File: config.mk
export PLATFORM = sky130hd
export DESIGN_NAME = irq_bank_ctl
export DESIGN_NICKNAME = d
export VERILOG_FILES = /design/src/rtl/irq_bank_pkg.sv /design/src/rtl/irq_sync.sv /design/src/rtl/irq_bank.sv /design/src/rtl/irq_pick.sv /design/src/rtl/irq_bank_ctl.sv
export SDC_FILE = /design/constraint.sdc
export NUM_CORES = 1
export LEC_CHECK = 0
export ABC_CLOCK_PERIOD_IN_PS = 2050
export BUFFER_PORTS_ARGS = -buffer_cell sky130_fd_sc_hd__buf_2
export CORE_MARGIN = 2
export CORE_UTILIZATION = 25
export CTS_BUF_LIST = sky130_fd_sc_hd__clkbuf_16
export DETAILED_ROUTE_END_ITERATION = 10
export GPL_ROUTABILITY_DRIVEN = 0
export GPL_TIMING_DRIVEN = 0
export SYNTH_ARGS = -nofsm -noshare
export SYNTH_HDL_FRONTEND = slang
export SYNTH_SLANG_ARGS = --single-unit
export TNS_END_PERCENT = 50
File: constraint.sdc
create_clock -name clk -period 2.05 [get_ports clk]
set_clock_uncertainty 0.2 [all_clocks]
set_input_delay 0 -clock clk [delete_from_list [all_inputs] [get_ports clk]]
set_output_delay 0 -clock clk [all_outputs]
set_load 0.05 [all_outputs]
File: src/rtl/irq_bank_pkg.sv
package irq_bank_pkg;
  localparam int BANK_W = 32;
  localparam int NBANK  = 2;
  localparam int NSRC   = BANK_W * NBANK;
  localparam int ADDR_W = 6;
  localparam int IDX_W  = $clog2(NSRC);

  typedef enum logic [1:0] {
    RS_EVENT  = 2'd0,
    RS_ENABLE = 2'd1,
    RS_ACK    = 2'd2,
    RS_LINE   = 2'd3
  } reg_slot_e;

  // address bits 5:4 selecting bank b: bank 0 at 0x20, bank 1 at 0x10
  function automatic logic [1:0] bank_window(input int b);
    return 2'(2 - b);
  endfunction
endpackage

File: src/rtl/irq_sync.sv
module irq_sync #(
  parameter int W      = 64,
  parameter int STAGES = 2
) (
  input  logic         clk,
  input  logic         rst,
  input  logic [W-1:0] din,
  output logic [W-1:0] dout,
  output logic [W-1:0] rise
);
  logic [W-1:0] chain [STAGES];
  logic [W-1:0] prev;

  always_ff @(posedge clk) begin
    if (rst) begin
      for (int s = 0; s < STAGES; s++) chain[s] <= '0;
      prev <= '0;
    end else begin
      chain[0] <= din;
      for (int s = 1; s < STAGES; s++) chain[s] <= chain[s-1];
      prev <= chain[STAGES-1];
    end
  end

  assign dout = chain[STAGES-1];
  assign rise = dout & ~prev;
endmodule

File: src/rtl/irq_bank.sv
module irq_bank #(
  parameter int             W   = 32,
  parameter logic [W-1:0]   LVL = '0
) (
  input  logic         clk,
  input  logic         rst,
  input  logic [W-1:0] line,
  input  logic [W-1:0] rise,
  input  logic         en_we,
  input  logic         ack_we,
  input  logic [W-1:0] wdata,
  output logic [W-1:0] en,
  output logic [W-1:0] evt,
  output logic [W-1:0] pend
);
  logic [W-1:0] clr;

  assign clr = ack_we ? wdata : '0;

  always_ff @(posedge clk) begin
    if (rst) begin
      en  <= '0;
      evt <= '0;
    end else begin
      if (en_we) en <= wdata;
      // a fresh edge wins over a simultaneous acknowledge
      evt <= (evt & ~clr) | (rise & en & ~LVL);
    end
  end

  assign pend = en & (evt | (line & LVL));
endmodule

File: src/rtl/irq_pick.sv
module irq_pick #(
  parameter int N  = 64,
  parameter int IW = $clog2(N)
) (
  input  logic [N-1:0]  pend,
  output logic          valid,
  output logic [IW-1:0] idx
);
  always_comb begin
    valid = |pend;
    idx   = '0;
    for (int i = 0; i < N; i++)
      if (pend[i]) idx = IW'(i);
  end
endmodule

File: src/rtl/irq_bank_ctl.sv
module irq_bank_ctl
  import irq_bank_pkg::*;
#(
  parameter logic [NSRC-1:0] LEVEL_MASK  = 64'h0000_0000_1ff0_0000,
  parameter int              SYNC_STAGES = 2
) (
  input  logic              clk,
  input  logic              rst,
  input  logic [NSRC-1:0]   irq_line,
  input  logic              reg_we,
  input  logic [ADDR_W-1:0] reg_addr,
  input  logic [31:0]       reg_wdata,
  output logic [31:0]       reg_rdata,
  output logic              irq_o
);
  logic [NSRC-1:0]  line_s, rise_all, en_all, evt_all, pend_all;
  logic             vec_valid;
  logic [IDX_W-1:0] vec_idx;
  logic [31:0]      rd_next;
  logic             aligned;

  assign aligned = (reg_addr[1:0] == 2'b00);

  irq_sync #(.W(NSRC), .STAGES(SYNC_STAGES)) u_sync (
    .clk(clk), .rst(rst), .din(irq_line), .dout(line_s), .rise(rise_all)
  );

  for (genvar b = 0; b < NBANK; b++) begin : g_bank
    localparam logic [1:0] WIN = bank_window(b);
    logic hit;
    assign hit = reg_we && aligned && (reg_addr[5:4] == WIN);

    irq_bank #(.W(BANK_W), .LVL(LEVEL_MASK[b*BANK_W +: BANK_W])) u_bank (
      .clk    (clk),
      .rst    (rst),
      .line   (line_s  [b*BANK_W +: BANK_W]),
      .rise   (rise_all[b*BANK_W +: BANK_W]),
      .en_we  (hit && (reg_addr[3:2] == RS_ENABLE)),
      .ack_we (hit && (reg_addr[3:2] == RS_ACK)),
      .wdata  (reg_wdata),
      .en     (en_all  [b*BANK_W +: BANK_W]),
      .evt    (evt_all [b*BANK_W +: BANK_W]),
      .pend   (pend_all[b*BANK_W +: BANK_W])
    );
  end

  irq_pick #(.N(NSRC), .IW(IDX_W)) u_pick (
    .pend(pend_all), .valid(vec_valid), .idx(vec_idx)
  );

  always_comb begin
    rd_next = '0;
    if (aligned) begin
      if (reg_addr[5:2] == 4'd0) begin
        rd_next[31]        = vec_valid;
        rd_next[IDX_W-1:0] = vec_idx;
      end
      for (int b = 0; b < NBANK; b++) begin
        if (reg_addr[5:4] == bank_window(b)) begin
          case (reg_slot_e'(reg_addr[3:2]))
            RS_EVENT:  rd_next = evt_all[b*BANK_W +: BANK_W];
            RS_ENABLE: rd_next = en_all [b*BANK_W +: BANK_W];
            RS_LINE:   rd_next = line_s [b*BANK_W +: BANK_W];
            default:   rd_next = '0;
          endcase
        end
      end
    end
  end

  always_ff @(posedge clk) begin
    if (rst) begin
      reg_rdata <= '0;
      irq_o     <= 1'b0;
    end else begin
      reg_rdata <= rd_next;
      irq_o     <= vec_valid;
    end
  end
endmodule

# After elaboration in Yosys (flattened, before gate mapping)
# Memory sizes are Yosys's and may differ from the RTL's.
# Index checks and enable logic that the tools add are counted.
[totals] ff_bits=225 ramBits=128 input_bits=105 wordCells=117 n_memories=1
[op_classes] eq_ne=5 muxes=76 bitwise=16 reduce_logical=12
[mem_list] memory="u_sync.chain" depth=2 width=64 rd=2 rd_clocked_by_memory_dff=0 wr=2 line_no="irq_sync.sv:11" text="logic [W-1:0] chain [STAGES];"
[op_table] operator="$mux 6" count=33
[op_table] operator="$and 32x32->32" count=6
[op_table] operator="$pmux 32 s3" count=2
[op_table] operator="$mux 32" count=4
[op_table] operator="$mux 64" count=2
[op_table] operator="$mux 5" count=16
[op_table] operator="$and 64x64->64" count=1
[op_table] operator="$not 32->32" count=2
[op_table] operator="$not 64->64" count=1
[op_table] operator="$or 32x32->32" count=2
[op_table] operator="$reduce_or 64->1" count=1
[op_table] operator="$mux 4" count=8
[op_table] operator="$or 32x29->32" count=1
[op_table] operator="$mux 3" count=4
[op_table] operator="$logic_and 1x1->1" count=7
[op_table] operator="$eq 2x2->1 const B" count=3
[op_table] operator="$mux 1" count=5
[op_table] operator="$eq 2x1->1 const B" count=2
[op_table] operator="$logic_not 2->1" count=2
[op_table] operator="$logic_not 4->1" count=1
[op_table] operator="$mux 2" count=2
[op_table] operator="$or 1x1->1" count=2
[op_table] operator="$reduce_or 2->1" count=1
[op_table] operator="$not 1->1" count=1

# Longest topological paths before layout
# An unclocked memory read counts as a cell.
[depth] depth_word=69 ltp_mapped=8 depth_no_buf=7

# Cells and area by module
# From an unflattened synthesis, not the netlist that was laid out.
[hier_totals] cells_unflattened=1514 hier_area_um2=14930.6
[modules_own_cells] mod="irq_sync" n_inst=1 cells_each=533 area_per_inst_um2=6029.5 seq_area_each_um2=3843.7
[modules_own_cells] mod="irq_bank (g_bank[1].u_bank)" n_inst=1 cells_each=270 area_per_inst_um2=2760.1 seq_area_each_um2=1281.2
[modules_own_cells] mod="irq_bank (g_bank[0].u_bank)" n_inst=1 cells_each=261 area_per_inst_um2=2675.1 seq_area_each_um2=1281.2
[modules_own_cells] mod="irq_bank_ctl" n_inst=1 cells_each=304 area_per_inst_um2=2613.8 seq_area_each_um2=660.6
[modules_own_cells] mod="irq_pick" n_inst=1 cells_each=146 area_per_inst_um2=852.1 seq_area_each_um2=0.0

# Worst setup path after synthesis
# OpenSTA, ideal clock, no wires.
[synth_timing] path_type="register to register" from="register g_bank[1].u_bank.evt[1]" to="register reg_rdata[31]" arrival_ns=1.861 required_ns=1.722 path_slack_ns=-0.139 stages_incl_launch_ff=8 n_path_buf=0 path_cell_list="dfxtp_1 > a22oi_4 > nand4_1 > or3_1 > or4_1 > nand3b_4 > a222oi_1 > nor2_1"
[synth_via] elab_chain_cells=5
[synth_rtl] element="start: declaration" line_no="irq_bank.sv:13" text="output logic [W-1:0] evt,"
[synth_rtl] element="start signal: assignment" line_no="irq_bank.sv:27" text="evt <= (evt & ~clr) | (rise & en & ~LVL);"
[synth_rtl] element="$and 32x32->32" line_no="irq_bank.sv:31" text="assign pend = en & (evt | (line & LVL));"
[synth_rtl] element="$reduce_or 64->1" line_no="irq_pick.sv:10" text="valid = |pend;"
[synth_rtl] element="$mux 1" line_no="irq_bank_ctl.sv:54" text="if (reg_addr[5:2] == 4'd0) begin"
[synth_rtl] element="$mux 32 (2 in a row)" line_no="irq_bank_ctl.sv:59" text="if (reg_addr[5:4] == bank_window(b)) begin"
[synth_rtl] element="end signal: assignment" line_no="irq_bank_ctl.sv:76" text="reg_rdata <= rd_next;"
[synth_rtl] element="end: declaration" line_no="irq_bank_ctl.sv:13" text="output logic [31:0] reg_rdata,"
# No other way between the ends.
# A chain may end at the register's enable or synchronous reset.

# Final worst setup path
[layout_timing] from="register g_bank[1].u_bank.en[10]" to="register reg_rdata[31]"
[layout_via] elab_chain_cells=5
[layout_rtl] element="start: declaration" line_no="irq_bank.sv:12" text="output logic [W-1:0] en,"
[layout_rtl] element="start signal: assignment" line_no="irq_bank.sv:25" text="if (en_we) en <= wdata;"
[layout_rtl] element="$and 32x32->32" line_no="irq_bank.sv:31"
[layout_rtl] element="$reduce_or 64->1" line_no="irq_pick.sv:10"
[layout_rtl] element="$mux 1" line_no="irq_bank_ctl.sv:54"
[layout_rtl] element="$mux 32 (2 in a row)" line_no="irq_bank_ctl.sv:59"
# No other way between the ends.

==> flow_summary.toml <==
[clocking]
numCtsBuffers = 38
cts.clk_slew.worst_paths_ns = 0.07
root_buffer = "clkbuf_16"
hold_buffers = 105
htreeDepth = 2
clock-sinks = 344
clk-insertion-delay-late_ns = 0.54
cts_buffer_depth = 3
cts_tree = "built"

[yosys]
synth_edf_count = 0
synth-seq-cells = 344
async_reset_ff_share_pct = 0
ys_seq_area_share_pct = 52.4
synth_warnings = 0
synthesis.nets = 1632
syn_area_sq_um = 13100
ys_types = 43
synth-main-ff-cell = "dfxtp_1"
synthCells = 1527
synth_area_per_cell_sq_um = 8.61

[global_route]
grt_pass1_wl_mm = 67.4
grt-ovfl-total = 0
grt_pass1_vias = 11700
track_usage_pct = 16.3
grt_max_degree = 15
antenna_found_initial = 0

[floorplanning]
io_pins = 138
dieWidth_um = 233
start_util_pct = 25.2
rows = 84
core_area_sq_um = 52200
dieArea_sq_um = 54400
die_y_um = 233

[power_and_ir_drop]
combPwrFrac_pct = 5.9
switching_share_pct = 23.2
ir_drop_mv = 0.438
seqPwrFrac_pct = 48.7
p_sw_mw = 3.30
power_density_nw_per_um2 = 820
p_total_mw = 14.2
power_frac_clock_pct = 45.4
leakage_nw = 6.64
p_int_mw = 10.9

[route]
drc_errors = 0
first_iter_violations = 1141
drt_pre_antenna_iters = 6
ant_nets = 0
wl_per_cell_um = 18.0
num_vias = 12100
drt-total-wl_mm = 45.7
viasPerCell = 4.75

[final_layout]
final_common_cell = "nand2_1"
fin_cells = 2543
multi_input_area_sq_um = 6010
final_util_pct = 33.1
mostFrequentLayoutCells = "nand2_1, dfxtp_1, nor2b_1, buf_2, nor2_1"
area_delta_synth_final_pct = 31.7
drive_gt1_share_pct = 15.9
seq_area_sq_um = 6920
nFillCells = 5385
nets = 1932
fin_area_sq_um = 17300

[worst_setup_path]
critPathKind = "register to register"
worstPathMaxFanout = 6
worstPathArrival_ns = 3.00
cp-start-kind = "register"
cp.required_ns = 2.23
endpoint_kind = "register"

[sta]
slew_headroom_pct = 36.0
max_freq_ghz = 0.355
setup_ws_ns = -0.764
rsz0062_at_grt = "yes"
setup-violations-final = 9
hold_viol = 4
finalCritPeriodShare_pct = 137
tightest_slew_ns = 0.960
fin_hold_ws_ns = -0.232
drv_slew = 0
period_minus_slack_ns = 2.81

[placed_design]
port_buffers = 136
dpl.cell_count = 2351
hpwlAfterDp_mm = 33.4
placed_cell_area_sq_um = 14700

[outcome]
failed_checks = "negative hold slack, negative setup slack"
status = "complete, but fails checks"

[run]
max_cap_violations = 0

[min_path]
hp-class = "input port to register"
[cells by family (layout without fill, tap and decap cells)]
kind of cell	Yosys count	in the layout	share of synthesized area, %
muxes	64	64	4.87
buffers and inverters	121	448	3.52
DFF	344	344	52.4
and+or+nand+nor	692	692	24.4
AOI/OAI and AO/OA	306	306	14.8
other	0	1	0
[cells in the mapped netlist, types with 3 or more instances]
library cell | number | area (sq um)
nand2b_1 | 14 | 87.6
nand3_1 | 11 | 55.1
a21oi_1 | 110 | 551
mux2i_1 | 64 | 641
nand2_1 | 330 | 1240
a32oi_1 | 35 | 307
and2_1 | 4 | 25.0
nor2b_1 | 187 | 1170
a211oi_1 | 5 | 37.5
nor4_1 | 3 | 18.8
a32o_1 | 5 | 50.1
inv_1 | 35 | 131
a22oi_1 | 40 | 300
a222oi_1 | 6 | 60.1
o21ai_0 | 81 | 405
nor3_1 | 5 | 25.0
a22o_1 | 6 | 52.6
dfxtp_1 | 344 | 6890
nand4_1 | 9 | 56.3
nor2_1 | 120 | 450
clkbuf_1 | 79 | 297
buf_2 | 7 | 35.0
[layout make-up]
cell class	instances	area share [%]
Antenna cell	1	0.0145
Tap cell	688	4.97
Sequential cell	344	40.0
Buffer	86	2.02
Timing Repair Buffer	260	10.8
Inverter	35	0.759
Clock buffer	39	5.64
Clock inverter	28	1.09
Multi-Input combinational cell	1062	34.7
[stage by stage]
| stage | setup TNS (ns) | hold WS (ns) | setup slack [ns] |
|---|---|---|---|
| floorplan | -0.133 | -0.112 | -0.129 |
| global placement | -45.72 | 0.0187 | -0.932 |
| detailed placement | -47.11 | 0.0160 | -0.946 |
| CTS | -3.62 | -0.248 | -0.669 |
| global route | -3.42 | -0.255 | -0.770 |
| finish | -2.31 | -0.232 | -0.764 |
[path summary, 6_finish.rpt]
check,startpoint,to,slack [ns],cells after the start
max,g_bank[1].u_bank.en[10],reg_rdata[31],-0.76,7
min,reg_addr[3],reg_rdata[3],-0.23,4
max reg2reg,g_bank[1].u_bank.en[10],reg_rdata[31],-0.76,7
min reg2reg,u_sync.chain[0][15],u_sync.chain[0][79],0.23,1
[layer usage]
metal  global-route usage (%)  routed length (um)  up-vias
met2                     27.1               21100      528
met5                        0                   0        -
li1                         -                   -     5730
met4                     5.14                1470        0
met1                     20.9               19400     5700
met3                     3.47                3780      112
[state kept, by name, indices dropped and copies added, names as in the netlist]
register / count
g_bank.u_bank.en: 64
reg_rdata: 32
g_bank.u_bank.evt: 64
u_sync.prev: 55
irq_o: 1
u_sync.chain: 128
[critical path: stages, from the launching register on]
cell and delay, ns:
dfxtp_1 0.40, a22oi_2 0.23, nand4_1 0.18, or3_4 0.40, or4_4 0.42, nand3b_4 0.18, a222oi_1 0.55, nor2_1 0.09
[repair_timing]
item,in CTS,in global routing
gates cloned,0,0
gates resized for setup,51,50
pin swaps,22,22
endpoints found under the hold margin,207,3
setup buffers,14,5
endpoints found under the setup margin,29,39
[power groups by stage]
stage | clock, mW | combinational [mW] | sequential, mW
2_1_floorplan | 0 | 0.334 | 7.03
3_3_place_gp | 0 | 0.659 | 7.06
3_5_place_dp | 0 | 0.666 | 7.06
4_1_cts | 6.59 | 0.829 | 6.92
5_1_grt | 6.83 | 0.896 | 6.93
6_report | 6.45 | 0.834 | 6.92
Power figures use the tool's default switching activity.
